**config.mk**
```make
export PLATFORM = sky130hd
export DESIGN_NAME = spec_done_sel
export DESIGN_NICKNAME = d
export VERILOG_FILES = /design/src/rtl/spd_pkg.sv /design/src/rtl/spd_delay_bank.sv /design/src/rtl/spd_tier_sel.sv /design/src/rtl/spd_countdown.sv /design/src/rtl/spec_done_sel.sv
export SDC_FILE = /design/constraint.sdc
export NUM_CORES = 1
export LEC_CHECK = 0
export BUFFER_PORTS_ARGS = -buffer_cell sky130_fd_sc_hd__buf_2
export CORE_ASPECT_RATIO = 0.75
export CORE_UTILIZATION = 60
export CTS_BUF_LIST = sky130_fd_sc_hd__clkbuf_4 sky130_fd_sc_hd__clkbuf_8
export DETAILED_ROUTE_END_ITERATION = 16
export PLACE_DENSITY = 0.82
export SYNTH_ARGS = -nofsm -noshare
export SYNTH_HDL_FRONTEND = slang
export SYNTH_SLANG_ARGS = --single-unit
```
**constraint.sdc**
```tcl
create_clock -name clk -period 4.3 [get_ports clk]
set_clock_uncertainty 0.15 [all_clocks]
set_input_delay 0 -clock clk [delete_from_list [all_inputs] [get_ports clk]]
set_output_delay 0 -clock clk [all_outputs]
set_load 0.02 [all_outputs]
```
**src/rtl/spd_pkg.sv**
```systemverilog
package spd_pkg;
  typedef enum logic [1:0] {
    S_IDLE  = 2'd0,
    S_CLIMB = 2'd1,
    S_COUNT = 2'd2,
    S_DONE  = 2'd3
  } spd_state_e;
endpackage

```
**src/rtl/spd_delay_bank.sv**
```systemverilog
module spd_delay_bank #(
  parameter int TIERS = 4,
  parameter int CNT_W = 8,
  parameter int BASE  = 2,
  localparam int TW   = $clog2(TIERS)
) (
  input  logic             clk,
  input  logic             rst_n,
  input  logic             wr_en,
  input  logic [TW-1:0]    wr_sel,
  input  logic [CNT_W-1:0] wr_val,
  input  logic [TW-1:0]    rd_sel,
  output logic [CNT_W-1:0] rd_val
);
  logic [CNT_W-1:0] tbl [TIERS];

  for (genvar i = 0; i < TIERS; i++) begin : g_entry
    logic lo_ok, hi_ok, hit;
    if (i == 0) begin : g_first
      assign lo_ok = 1'b1;
    end else begin : g_lower
      assign lo_ok = (wr_val >= tbl[i-1]);
    end
    if (i == TIERS-1) begin : g_last
      assign hi_ok = 1'b1;
    end else begin : g_upper
      assign hi_ok = (wr_val <= tbl[i+1]);
    end
    assign hit = wr_en && (wr_sel == TW'(i)) && (wr_val != '0) && lo_ok && hi_ok;

    always_ff @(posedge clk) begin
      if (!rst_n)   tbl[i] <= CNT_W'(BASE * (i + 1));
      else if (hit) tbl[i] <= wr_val;
    end

    p_no_zero_r8: assert property (@(posedge clk) disable iff (!rst_n)
      tbl[i] != '0);

    if (i < TIERS-1) begin : g_order
      p_table_order_r8: assert property (@(posedge clk) disable iff (!rst_n)
        tbl[i] <= tbl[i+1]);
    end
  end

  assign rd_val = tbl[rd_sel];
endmodule

```
**src/rtl/spd_tier_sel.sv**
```systemverilog
module spd_tier_sel #(
  parameter int TIERS = 4,
  localparam int TW   = $clog2(TIERS)
) (
  input  logic             clk,
  input  logic             rst_n,
  input  logic             capture,
  input  logic             clear,
  input  logic             step,
  input  logic [TIERS-2:0] flags,
  output logic [TW-1:0]    tier,
  output logic             settled
);
  logic [TW-1:0] need_d, need_q, tier_q;

  always_comb begin
    need_d = '0;
    for (int j = 1; j < TIERS; j++) begin
      if (flags[j-1]) need_d = TW'(j);
    end
  end

  always_ff @(posedge clk) begin
    if (!rst_n) begin
      need_q <= '0;
      tier_q <= '0;
    end else if (capture) begin
      need_q <= need_d;
      tier_q <= '0;
    end else if (clear) begin
      need_q <= '0;
      tier_q <= '0;
    end else if (step && (tier_q < need_q)) begin
      tier_q <= tier_q + TW'(1);
    end
  end

  assign tier    = tier_q;
  assign settled = (tier_q == need_q);

  p_tier_bound_r4: assert property (@(posedge clk) disable iff (!rst_n)
    tier_q <= need_q);
  p_tier_step_r4: assert property (@(posedge clk) disable iff (!rst_n)
    (!capture && !clear) |=> (tier_q == $past(tier_q)) || (tier_q == TW'($past(tier_q) + 1'b1)));
  p_need_frozen_r5: assert property (@(posedge clk) disable iff (!rst_n)
    (!capture && !clear) |=> $stable(need_q));
endmodule

```
**src/rtl/spd_countdown.sv**
```systemverilog
module spd_countdown #(
  parameter int CNT_W = 8
) (
  input  logic             clk,
  input  logic             rst_n,
  input  logic             load,
  input  logic [CNT_W-1:0] load_val,
  input  logic             run,
  output logic             last
);
  logic [CNT_W-1:0] cnt_q;

  always_ff @(posedge clk) begin
    if (!rst_n)                         cnt_q <= CNT_W'(1);
    else if (load)                      cnt_q <= load_val;
    else if (run && cnt_q > CNT_W'(1))  cnt_q <= cnt_q - CNT_W'(1);
  end

  assign last = run && (cnt_q == CNT_W'(1));

  p_cnt_live_r3: assert property (@(posedge clk) disable iff (!rst_n)
    run |-> cnt_q != '0);
  p_cnt_descend_r3: assert property (@(posedge clk) disable iff (!rst_n)
    (run && !load && cnt_q > CNT_W'(1)) |=> cnt_q == $past(cnt_q) - CNT_W'(1));
endmodule

```
**src/rtl/spec_done_sel.sv**
```systemverilog
module spec_done_sel #(
  parameter int DATA_W = 16,
  parameter int TIERS  = 4,
  parameter int CNT_W  = 8,
  parameter int BASE   = 2,
  localparam int TW    = $clog2(TIERS)
) (
  input  logic              clk,
  input  logic              rst_n,
  input  logic              req_i,
  input  logic [DATA_W-1:0] data_i,
  input  logic [TIERS-2:0]  slow_i,
  output logic              done_o,
  output logic [DATA_W-1:0] data_o,
  output logic [TW-1:0]     tier_o,
  input  logic              tbl_we_i,
  input  logic [TW-1:0]     tbl_sel_i,
  input  logic [CNT_W-1:0]  tbl_val_i
);
  import spd_pkg::*;

  spd_state_e        state_q, state_d;
  logic [DATA_W-1:0] data_q;
  logic              capture, clear, step, load, last, settled;
  logic [TW-1:0]     tier;
  logic [CNT_W-1:0]  delay;

  always_comb begin
    state_d = state_q;
    capture = 1'b0;
    clear   = 1'b0;
    step    = 1'b0;
    load    = 1'b0;
    unique case (state_q)
      S_IDLE: if (req_i) begin
        capture = 1'b1;
        state_d = S_CLIMB;
      end
      S_CLIMB: begin
        step = 1'b1;
        if (settled) begin
          load    = 1'b1;
          state_d = S_COUNT;
        end
      end
      S_COUNT: if (last) state_d = S_DONE;
      S_DONE: if (!req_i) begin
        clear   = 1'b1;
        state_d = S_IDLE;
      end
      default: state_d = S_IDLE;
    endcase
  end

  always_ff @(posedge clk) begin
    if (!rst_n) begin
      state_q <= S_IDLE;
      data_q  <= '0;
    end else begin
      state_q <= state_d;
      if (capture) data_q <= data_i;
    end
  end

  spd_delay_bank #(.TIERS(TIERS), .CNT_W(CNT_W), .BASE(BASE)) u_bank (
    .clk    (clk),
    .rst_n  (rst_n),
    .wr_en  (tbl_we_i && (state_q == S_IDLE)),
    .wr_sel (tbl_sel_i),
    .wr_val (tbl_val_i),
    .rd_sel (tier),
    .rd_val (delay)
  );

  spd_tier_sel #(.TIERS(TIERS)) u_tier (
    .clk     (clk),
    .rst_n   (rst_n),
    .capture (capture),
    .clear   (clear),
    .step    (step),
    .flags   (slow_i),
    .tier    (tier),
    .settled (settled)
  );

  spd_countdown #(.CNT_W(CNT_W)) u_cnt (
    .clk      (clk),
    .rst_n    (rst_n),
    .load     (load),
    .load_val (delay),
    .run      (state_q == S_COUNT),
    .last     (last)
  );

  assign done_o = (state_q == S_DONE);
  assign data_o = data_q;
  assign tier_o = tier;

  p_done_hold_r6: assert property (@(posedge clk) disable iff (!rst_n)
    (done_o && req_i) |=> done_o);
  p_done_release_r6: assert property (@(posedge clk) disable iff (!rst_n)
    (done_o && !req_i) |=> (!done_o && tier_o == '0));
  p_data_hold_r2: assert property (@(posedge clk) disable iff (!rst_n)
    (state_q != S_IDLE) |=> $stable(data_o));
  p_done_only_after_count_r3: assert property (@(posedge clk) disable iff (!rst_n)
    $rose(done_o) |-> $past(state_q) == S_COUNT);
endmodule

```
# --- After elaboration in Yosys (flattened, before gate mapping) ---
# Memory sizes are Yosys's and may differ from the RTL's. A register that Yosys moved wholly into a read port is not among the register bits.
# Index checks and enable logic that the tools add are counted.
classes:
  reduce_logical: 25
  bitwise: 5
  addsub: 2
  magnitude_cmp: 8
  muxes: 38
  eq_ne: 12
op_table:
  columns: ["cell", "count"]
  rows:
  - ["$mux 8", 6]
  - ["$ge 8x8->1", 3]
  - ["$le 8x8->1", 3]
  - ["$mux 1", 21]
  - ["$mux 2", 10]
  - ["$logic_and 1x1->1", 18]
  - ["$eq 2x2->1 const B", 4]
  - ["$eq 8x1->1 const B", 1]
  - ["$gt 8x1->1 const B", 1]
  - ["$ne 2x2->1 const B", 4]
  - ["$pmux 2 s4", 1]
  - ["$reduce_bool 8->1", 1]
  - ["$sub 8x1->8 const B", 1]
  - ["$eq 2x1->1 const B", 2]
  - ["$logic_not 2->1", 2]
  - ["$or 1x1->1", 4]
  - ["$reduce_and 4->1", 1]
  - ["$reduce_bool 2->1", 2]
  - ["$reduce_or 3->1", 1]
  - ["$add 2x1->2 const B", 1]
  - ["$eq 2x2->1", 1]
  - ["$lt 2x2->1", 1]
  - ["$not 1->1", 1]
totals:
  out_inout_bits: 19
  wordCells: 96
  reg_bits: 30
  mem_bits_rw: 32
  memories: 1
  input_bits: 33
mem_list:
  columns: ["memory", "depth", "word_bits", "rd", "rd_ports_with_merged_regs", "wr", "line_no", "rtl"]
  rows:
  - ["u_bank.tbl", 4, 8, 5, 1, 4, "spd_delay_bank.sv:15", "logic [CNT_W-1:0] tbl [TIERS];"]

# --- Logic depth before layout (Yosys ltp) ---
# Gate-level depths: netlist of the first run.
depth:
  word_depth: 10
  ltp_mapped: 8
  mapped_depth_nobuf: 7

# --- By module ---
# A second synthesis of the first run with hierarchy kept.
hier_totals:
  cells_unflattened: 393
  hier_area_um2: 3837.4
by_module_without_submodules:
  columns: ["mod", "n_inst", "area_per_inst_um2", "cells_each", "seq_area_each_um2"]
  rows:
  - ["spd_delay_bank", 1, 2235.9, 207, 960.9]
  - ["spec_done_sel", 1, 810.8, 92, 360.3]
  - ["spd_countdown", 1, 561.8, 68, 160.2]
  - ["spd_tier_sel", 1, 229.0, 26, 80.1]

# --- Worst setup path after synthesis of the first run ---
# Ideal clock, no wire load.
synth_timing:
  path_type: "reg2reg"
  from: "mem u_bank.tbl[0][0]"
  to: "mem u_bank.tbl[1][0], enable pin"
  t_arrival_ns: 2.063
  t_required_ns: 3.766
  period_less_slack_ns: 2.597
  n_path_buf: 0
  stages_incl_launch_ff: 6
  setup_ns: 0.384
  slack_ns: 1.703
  cell_sequence: "edfxtp_1 ha_1 o211ai_1 a2111oi_0 o211ai_1 o21ai_0"
synth_rtl:
  columns: ["item", "line_no"]
  rows:
  - ["start: declaration", "spd_delay_bank.sv:15"]

==> results of run 1 <==
cells in the final DEF, fill, tap and decap left out, drive strengths merged, types with 6 or more instances in the layout:
cell	synthesis	final
a211oi	7	7
a21oi	34	34
buf	3	53
clkbuf	11	12
dfxtp	32	32
dlygate4sd3	0	28
edfxtp	32	32
ha	41	41
inv	42	42
mux4	8	8
nand2	59	59
nand3	6	6
nor2	25	25
nor3	17	17
o21ai	10	10
worst paths after layout:
| check | cells after the start | startpoint | endpoint | slack [ns] |
|---|---|---|---|---|
| hold / removal | 3 | tbl_val_i[6] | u_bank.tbl[3][6] | 0.02 |
| setup reg to reg | 5 | u_bank.tbl[0][0] | u_bank.tbl[1][3] | 0.83 |
| hold reg to reg | 2 | data_o[15] | data_o[15] | 0.30 |
| setup / recovery | 7 | tbl_val_i[2] | u_bank.tbl[1][3] | 0.81 |
layer usage:
metal  share of wire, %  wire, um
met2                 47      4590
met5                  0         0
met1                 42      4110
met4                2.9       285
met3                8.4       824
cells in the mapped netlist (all sizes together):
cell	instances	area [sq um]
o211ai	5	37.5
and2	1	6.26
o21ai	10	50.1
ha	41	513
o221a	1	11.3
a31oi	3	18.8
and3	2	12.5
nand2	59	221
o31ai	1	21.3
dfxtp	32	641
nor4	2	12.5
nand3	6	30.0
clkbuf	11	41.3
a21oi	34	170
nor3b	1	7.51
o221ai	1	15.0
nand2b	2	12.5
a211oi	7	57.6
nor3	17	85.1
nor2	25	93.8
nor2b	5	31.3
nand4	5	31.3
or4b	1	10.0
o41ai	1	16.3
o22a	2	17.5
or3	5	32.5
o21bai	1	7.51
xnor2	3	26.3
or4	3	26.3
mux2i	4	40.0
a21o	1	7.51
inv	42	158
buf	3	18.8
a221oi	1	8.76
a2111oi	1	8.76
o21a	1	7.51
xor2	4	35.0
edfxtp	32	961
o311ai	1	16.3
mux4	8	180
worst min-delay path, cell delays in order:
cell,delay [ns]
buf_2,0.15
nand2_1,0.14
nor2_1,0.11
timing repair:
item,in CTS,in global routing
buffers inserted,0,0
endpoints found under the hold margin,39,0
hold buffers,28,0
cell families after synthesis:
kind of cell | after synthesis | share of synthesized area, %
adders and majority gates | 41 | 13.9
buffers and inverters | 56 | 5.89
and+or+nand+nor | 134 | 16.6
DFF | 64 | 43.3
AOI/OAI and AO/OA | 71 | 12.8
xor gates and xnor gates | 7 | 1.66
muxes | 12 | 5.95
power breakdown:
| group | internal (mW) | switching, mW |
|---|---|---|
| logic | 0.264 | 0.417 |
| registers | 0.728 | 0.0744 |
| clock network | 0.343 | 0.226 |
| total | 1.34 | 0.717 |
layout make-up:
type	instances	share of cell area (%)
multi-input combinational	265	41.7
sequential	64	35.6
clock inverter	4	1.53
timing repair buffer	81	12.2
tap	78	2.17
clock buffer	12	3.25
inverter	42	3.50
through the flow:
step	worst slack, ns	hold slack (ns)
2_1_floorplan	1.70	-0.0140
3_3_place_gp	1.22	0.0902
3_5_place_dp	0.994	0.0956
4_1_cts	0.858	0.0140
5_1_grt	0.590	0.0381
6_report	0.806	0.0224
sequential cells by signal (all words and copies together) (netlist names), named ones only:
name	cells
state_q	2
u_tier.tier	2
u_tier.need_q	2
u_bank.tbl	32
u_cnt.cnt_q	8
data_o	16
==> flow_summary.yaml, run 1 <==
worst_setup_path:
  crit_top_cell: "o211ai_1"
  worst-endpoint-required_ns: 4.11
  critical_path.top_delay_family: "compound AO/OA/AOI/OAI gates"
  end_kind: "register"
  crit_chain: "dlygate4sd3_1 -> buf_2 -> ha_1 -> o211ai_1 -> a2111oi_0 -> o211ai_1 -> o21ai_0"
  critical_path_class: "in -> reg"
  path_max_fanout: 9
  max_stage_delay_ns: 0.99
  worstPathBufferInverterCount: 2
  slowest_stage: "o21ai_0"
  arrival_ns: 3.30
  cp-start-kind: "input port"
cells_and_area:
  stdcell_count: 546
  filler_cell_count: 421
  antennaDiodeCount: 0
  area_growth_pct: 21.7
  fin_util_pct: 76.5
  multiInputGateArea_sq_um: 1880
  drive_gt1_share_pct: 17.9
  nNetsFinal: 537
  regArea_sq_um: 1600
  design_area_sq_um: 4500
synth:
  ys_ff_latch: 64
  synthCells: 385
  ys_seq_area_share_pct: 43.3
  ys_types: 44
  syn_area_sq_um: 3700
  syn_nets: 459
  syn_avg_cell_area_sq_um: 9.61
  yosys_warnings: 0
clock_network:
  cts_resized: 0
  cts_max_path_buffers: 2
  clock_sinks: 64
  clk_pin_slew_worst_paths_ns: 0.07
  cts_tree: "done"
  numCtsBuffers: 9
  cts_htree_levels: 3
  clk_latency_ns: 0.35
  clockRootBuffer: "clkbuf_8"
sta:
  worst_slew_pin_slew_ns: 1.11
  rsz0062_at_grt: "no"
  min_period_ns: 3.49
  slew_headroom_pct: 25.4
  fmax_ghz: 0.286
  tns_ns: 0
  hold_viol: 0
  drv_slew: 0
  finalCritPeriodShare_pct: 81.3
  setup_viol: 0
global_routing:
  overflow: 0
  use_met2_pct: 52.1
  grt_pass1_wl_mm: 16.0
  met3_usage_pct: 9.59
  grt_pass1_vias: 3303
  grtUsageTotal_pct: 33.0
  top_usage_layer: "met2"
  grt_max_degree: 30
  antenna_found_initial: 0
  grt_util_met1_pct: 43.8
pwr:
  powerDensity_nw_per_um2: 456
  ir_worst_vdd_uv: 297
  power_mw: 2.05
  power.leakage_nw: 1.93
drt:
  route.detailed.drc: 0
  drt_first_pass_iters: 7
  via_count: 3265
  drtIter0Drc: 267
  wl_per_cell_um: 18.0
  viasPerCell: 5.98
  routed_wl_mm: 9.81
  final_antenna_net_count: 0
floorplan:
  dieArea_sq_um: 6490
  die_w_um: 92.7
  row_count: 24
  ios: 52
  die_y_um: 70.0
  core_area_sq_um: 5890
  start_util_pct: 62.8
placement:
  post_dp_cell_area_sq_um: 4010
  io_buffers: 51
  dp_hpwl_mm: 6.72
  place_congestion: 0.970
  place_inst: 502
min_path:
  min_path_type: "in -> reg"
run_status:
  status: "finished, final reports clean"
job:
  max-cap-violations: 0
(Power assumes the default switching activity.)
==> run 2: changes to the inputs <==
Settings changed: ABC_AREA set to 1.
Clock period 4.3 ns to 3.34 ns, I/O delays scaled along.
==> flow_summary.yaml, run 2 <==
clock_network:
  numCtsBuffers: 9
  cts_htree_levels: 3
  cts_tree: "done"
  cts_resized: 0
  clockRootBuffer: "clkbuf_8"
  cts_max_path_buffers: 2
  clk_latency_ns: 0.34
  clk_pin_slew_worst_paths_ns: 0.07
  clock_sinks: 64
drt:
  drt_first_pass_iters: 6
  drtIter0Drc: 355
  routed_wl_mm: 10.7
  via_count: 3752
  wl_per_cell_um: 16.3
  final_antenna_net_count: 0
  route.detailed.drc: 0
  viasPerCell: 5.68
worst_setup_path:
  crit_chain: "inv_1 -> ha_1 -> nand2_1 -> inv_2 -> o21ai_0 -> dlygate4sd3_1 -> a21oi_1 -> dlygate4sd3_1"
  reg2reg_depth: 8
  critPathCapture: "u_tier.need_q[0]"
  worst-endpoint-required_ns: 3.47
  slowest_stage: "dlygate4sd3_1"
  critical_path_class: "reg -> reg"
  critPathLaunch: "state_q[0]"
  timing.rr.end: "u_tier.need_q[0]"
  crit_top_cell: "dlygate4sd3_1"
  cp-start-kind: "register"
  reg2reg_slack_ns: 0.22
  r2r_start: "state_q[0]"
  arrival_ns: 3.25
  path_max_fanout: 19
  end_kind: "register"
  max_stage_delay_ns: 0.57
pwr:
  power_frac_seq_pct: 36.8
  pwr-share-clk_pct: 21.8
  comb_power_share_pct: 41.4
  powerDensity_nw_per_um2: 616
  p_sw_mw: 1.16
  power.leakage_nw: 2.24
  ir_worst_vdd_uv: 405
  switching_share_pct: 40.6
  power_mw: 2.86
  p_int_mw: 1.69
sta:
  fmax_ghz: 0.321
  finalCritPeriodShare_pct: 93.4
  min_period_ns: 3.12
  timing.hold.ws_ns: 0.0140
  tns_ns: 0
  setup_viol: 0
  hold_viol: 0
  worst_slew_pin_slew_ns: 1.01
  rsz0062_at_grt: "no"
  drv_slew: 0
  slew_headroom_pct: 32.4
synth:
  synth.top_cell.area_share_pct: 24.8
  syn_avg_cell_area_sq_um: 7.76
  synth_common_cells: "nor2_1, nand2_1, inv_1, ha_1"
  syn_area_sq_um: 3880
  syn_nets: 574
  synth_area_leader_cell: "edfxtp_1"
  synthCells: 500
  ys_seq_area_share_pct: 41.3
  synth_edf_count: 32
  yosys_warnings: 0
  synth_ff_type: "edfxtp_1"
  postSynth.asyncResetShare_pct: 0
  yosys-top-cells-area: "edfxtp_1, dfxtp_1, ha_1, nor2_1, nand2_1"
  ys_ff_latch: 64
  yosysMostFrequentCell: "nor2_1"
  ys_types: 30
cells_and_area:
  regMostFlops: "u_bank.tbl"
  antennaDiodeCount: 0
  final_cell_mix: "nor2_1, nand2_1, inv_1, buf_2, ha_1"
  area_growth_pct: 19.5
  largest_reg_flops: 32
  drive_gt1_share_pct: 15.1
  nNetsFinal: 652
  final_common_cell: "nor2_1"
job:
  max-cap-violations: 0
global_routing:
  grtUsageTotal_pct: 33.9
  grt_pass1_vias: 3715
  grt_max_degree: 38
  overflow: 0
  antenna_found_initial: 0
  grt_pass1_wl_mm: 17.3
min_path:
  worstHoldPathCells: 3
  min_path_type: "in -> reg"
floorplan:
  core_area_sq_um: 6040
  ios: 52
  row_count: 24
  dieArea_sq_um: 6790
  start_util_pct: 64.3
  die_y_um: 71.6
  die_w_um: 94.8
placement:
  place_congestion: 0.997
  io_buffers: 51
  dp_hpwl_mm: 7.05
run_status:
  status: "finished, final reports clean"
## run 2: cell types whose count changed in the layout (fill, tap and decap cells not counted), moves of 5 or more
cell,change
a211oi_1,-5
inv_1,+21
inv_2,+9
mux4_2,-8
nand2_1,+19
nand3_1,+20
nand4_1,+6
nor2_1,+69
nor2b_1,-5
nor3_1,-17
o21ai_0,+20
o21ai_1,+14
## run 2: critical path, delay by kind of cell, from the launching register on
kind | cells | cell delay [ns]
fa+ha+maj | 1 | 0.27
simple gates | 1 | 0.36
flops | 1 | 0.33
buf+inv | 4 | 1.67
compound gates | 2 | 0.28
## run 2: worst min-delay path by stage
stage / start / endpoint / slack (ns)
after floorplan: data_i[0] / data_o[0] / 0.02
after global placement: data_i[1] / data_o[1] / 0.1
after detailed placement: data_i[4] / data_o[4] / 0.11
after CTS: tbl_val_i[6] / u_bank.tbl[0][6] / 0.008
after global routing: tbl_val_i[4] / u_bank.tbl[3][4] / 0.03
final: tbl_val_i[4] / u_bank.tbl[2][4] / 0.01
## run 2: stage by stage
step           util, %  worst slack, ns  cells  instance area [sq um]
6_report          76.8            0.220    661                   4640
3_5_place_dp      69.2            0.975    617                   4170
5_1_grt           76.8           0.0272    661                   4640
3_3_place_gp      69.2             1.03    617                   4170
2_1_floorplan        -             1.30    500                   3880
4_1_cts           76.8            0.303    661                   4640
## run 2: layout make-up
type	instances	area, sq um
Clock buffer	13	166
Timing Repair Buffer	80	543
Fill cell	401	1400
Inverter	73	274
Sequential cell	64	1600
Multi-Input combinational cell	350	1940
Tap cell	78	97.6
Clock inverter	3	16.3
## run 2: layer usage
metal | vias to the layer above | share of wire [%] | global-route usage (%)
li1 | 1793 | - | -
met1 | 1698 | 41 | 45.6
met2 | 231 | 46 | 53.7
met3 | 30 | 11 | 9.77
met4 | 0 | 2.1 | 9.26
met5 | - | 0 | 0
## run 2: repair_timing
item,4_1_cts,5_1_grt
endpoints found under the hold margin,31,0
setup buffers,0,0
hold buffers,28,0
## run 2: cell families after synthesis
group	count (synthesis)	share of synthesized area (%)
XOR/XNOR	4	0.903
flip-flops	64	41.3
buffers and inverters	86	8.74
adder cells (fa/ha/maj)	41	13.2
AND/OR/NAND/NOR	220	24.1
AO/OA/AOI/OAI	85	11.7
## run 2: power by group through the flow
stage | Sequential (mW) | Clock [mW] | Combinational (mW)
3_3_place_gp | 1.05 | 0 | 1.03
5_1_grt | 1.06 | 0.651 | 1.31
6_report | 1.05 | 0.624 | 1.18
3_5_place_dp | 1.06 | 0 | 1.09
4_1_cts | 1.04 | 0.618 | 1.14
2_1_floorplan | 1.10 | 0 | 0.790
==> run 3: changes to the inputs <==
Settings changed: BUFFER_PORTS_ARGS -buffer_cell sky130_fd_sc_hd__buf_2 to -buffer_cell sky130_fd_sc_hd__clkbuf_2, GPL_TIMING_DRIVEN set to 0, PLACE_DENSITY 0.82 to 0.9.
==> flow_summary.yaml, run 3 (same netlist as run 2, synthesis figures left out) <==
pwr:
  ir_worst_vdd_uv: 439
  power.leakage_nw: 2.30
  power_mw: 3.09
  powerDensity_nw_per_um2: 650
min_path:
  min_path_type: "in -> reg"
clock_network:
  clk_pin_slew_worst_paths_ns: 0.09
  clk_latency_ns: 0.36
  clock_sinks: 64
  clockRootBuffer: "clkbuf_8"
  post_cts_buffers: 0
  numCtsBuffers: 9
  cts_max_path_buffers: 2
  cts_htree_levels: 3
  cts_tree: "done"
  cts_resized: 0
  cts_hold_buffers: 31
global_routing:
  grt_pass1_vias: 3941
  grtUsageTotal_pct: 36.5
  overflow: 0
  antenna_found_initial: 0
  grt_max_degree: 14
  grt_pass1_wl_mm: 18.5
drt:
  via_count: 3994
  drtIter0Drc: 459
  routed_wl_mm: 11.8
  final_antenna_net_count: 0
  wl_per_cell_um: 17.5
  route.detailed.drc: 0
  viasPerCell: 5.92
  drt_first_pass_iters: 8
cells_and_area:
  regMostFlops: "u_bank.tbl"
  filler_cell_count: 354
  antennaDiodeCount: 0
  final_common_cell: "nor2_1"
  largest_reg_flops: 32
  area_growth_pct: 22.7
  final_cell_mix: "nor2_1, nand2_1, inv_1, clkbuf_2, ha_1"
  design_area_sq_um: 4760
  drive_gt1_share_pct: 15.7
  nNetsFinal: 666
worst_setup_path:
  cp-start-kind: "register"
  worst-endpoint-required_ns: 3.50
  arrival_ns: 3.05
  end_kind: "register"
  critical_path_class: "reg -> reg"
  crit_chain: "inv_1 -> ha_1 -> nand2_1 -> inv_2 -> o21ai_0 -> dlygate4sd3_1 -> a21oi_1 -> dlygate4sd3_1"
  slowest_stage: "dlygate4sd3_1"
  path_max_fanout: 10
  max_stage_delay_ns: 0.60
  crit_top_cell: "dlygate4sd3_1"
sta:
  min_period_ns: 2.89
  hold_viol: 0
  slew_headroom_pct: 36.1
  fmax_ghz: 0.346
  rsz0062_at_grt: "no"
  timing.hold.ws_ns: 0.00181
  worst_slew_pin_slew_ns: 0.952
  finalCritPeriodShare_pct: 86.5
  drv_slew: 0
  tns_ns: 0
  setup_viol: 0
placement:
  io_buffers: 50
  dp_hpwl_mm: 7.29
  place_congestion: 0.925
  post_dp_cell_area_sq_um: 4230
floorplan:
  core_area_sq_um: 6040
  ios: 52
  row_count: 24
  die_w_um: 94.8
  die_y_um: 71.6
  dieArea_sq_um: 6790
  start_util_pct: 64.3
job:
  max-cap-violations: 0
run_status:
  status: "finished, final reports clean"
## run 3: cell count changes in the layout (fill, tap and decap cells not counted), sizes merged
cell	delta
clkbuf	+50
inv	+2
bufinv	+2
buf	-43
dlygate4sd3	+3
## run 3: per-stage QoR
stage	setup WS [ns]	std cells	utilization, %
global route	0.423	675	78.9
floorplan	1.30	500	-
global placement	0.848	628	70.0
CTS	0.677	675	78.9
finish	0.451	675	78.9
detailed placement	0.812	628	70.0
## run 3: worst max-delay path: cells and delay by family, from the launching register on
kind	cells	cell delay, ns
buf+inv	4	1.57
flops	1	0.35
compound gates	2	0.30
fa+ha+maj	1	0.26
simple gates	1	0.21
## run 3: final cells by class
type                            instances  area [sq um]  area share (%)
Multi-Input combinational cell        350          1940            40.7
Tap cell                               78          97.6            2.05
Buffer                                 13          65.1            1.37
Sequential cell                        64          1600            33.6
Inverter                               73           274            5.76
Timing Repair Buffer                   81           561            11.8
Clock buffer                            9           124            2.60
Clock inverter                          7           100            2.10
## run 3: power breakdown
part | leakage (nW) | switching (mW) | total [mW] | internal, mW
registers | 0.577 | 0.0964 | 1.05 | 0.953
logic | 1.61 | 0.811 | 1.26 | 0.449
clock network | 0.115 | 0.355 | 0.784 | 0.428
total | 2.30 | 1.26 | 3.09 | 1.83
## run 3: routing by layer
layer	track usage, %	part of all wire (%)
met5	0	0
met1	45.3	38
met3	9.66	12
met4	18.4	4.8
met2	59.0	46
## run 3: path summary, 6_finish.rpt
| check | from | end | slack [ns] | depth (start not counted) |
|---|---|---|---|---|
| max | state_q[0] | u_tier.need_q[0] | 0.45 | 8 |
| min | tbl_val_i[7] | u_bank.tbl[2][7] | 0.002 | 3 |
| max reg2reg | state_q[0] | u_tier.need_q[0] | 0.45 | 8 |
| min reg2reg | data_o[1] | data_o[1] | 0.35 | 2 |
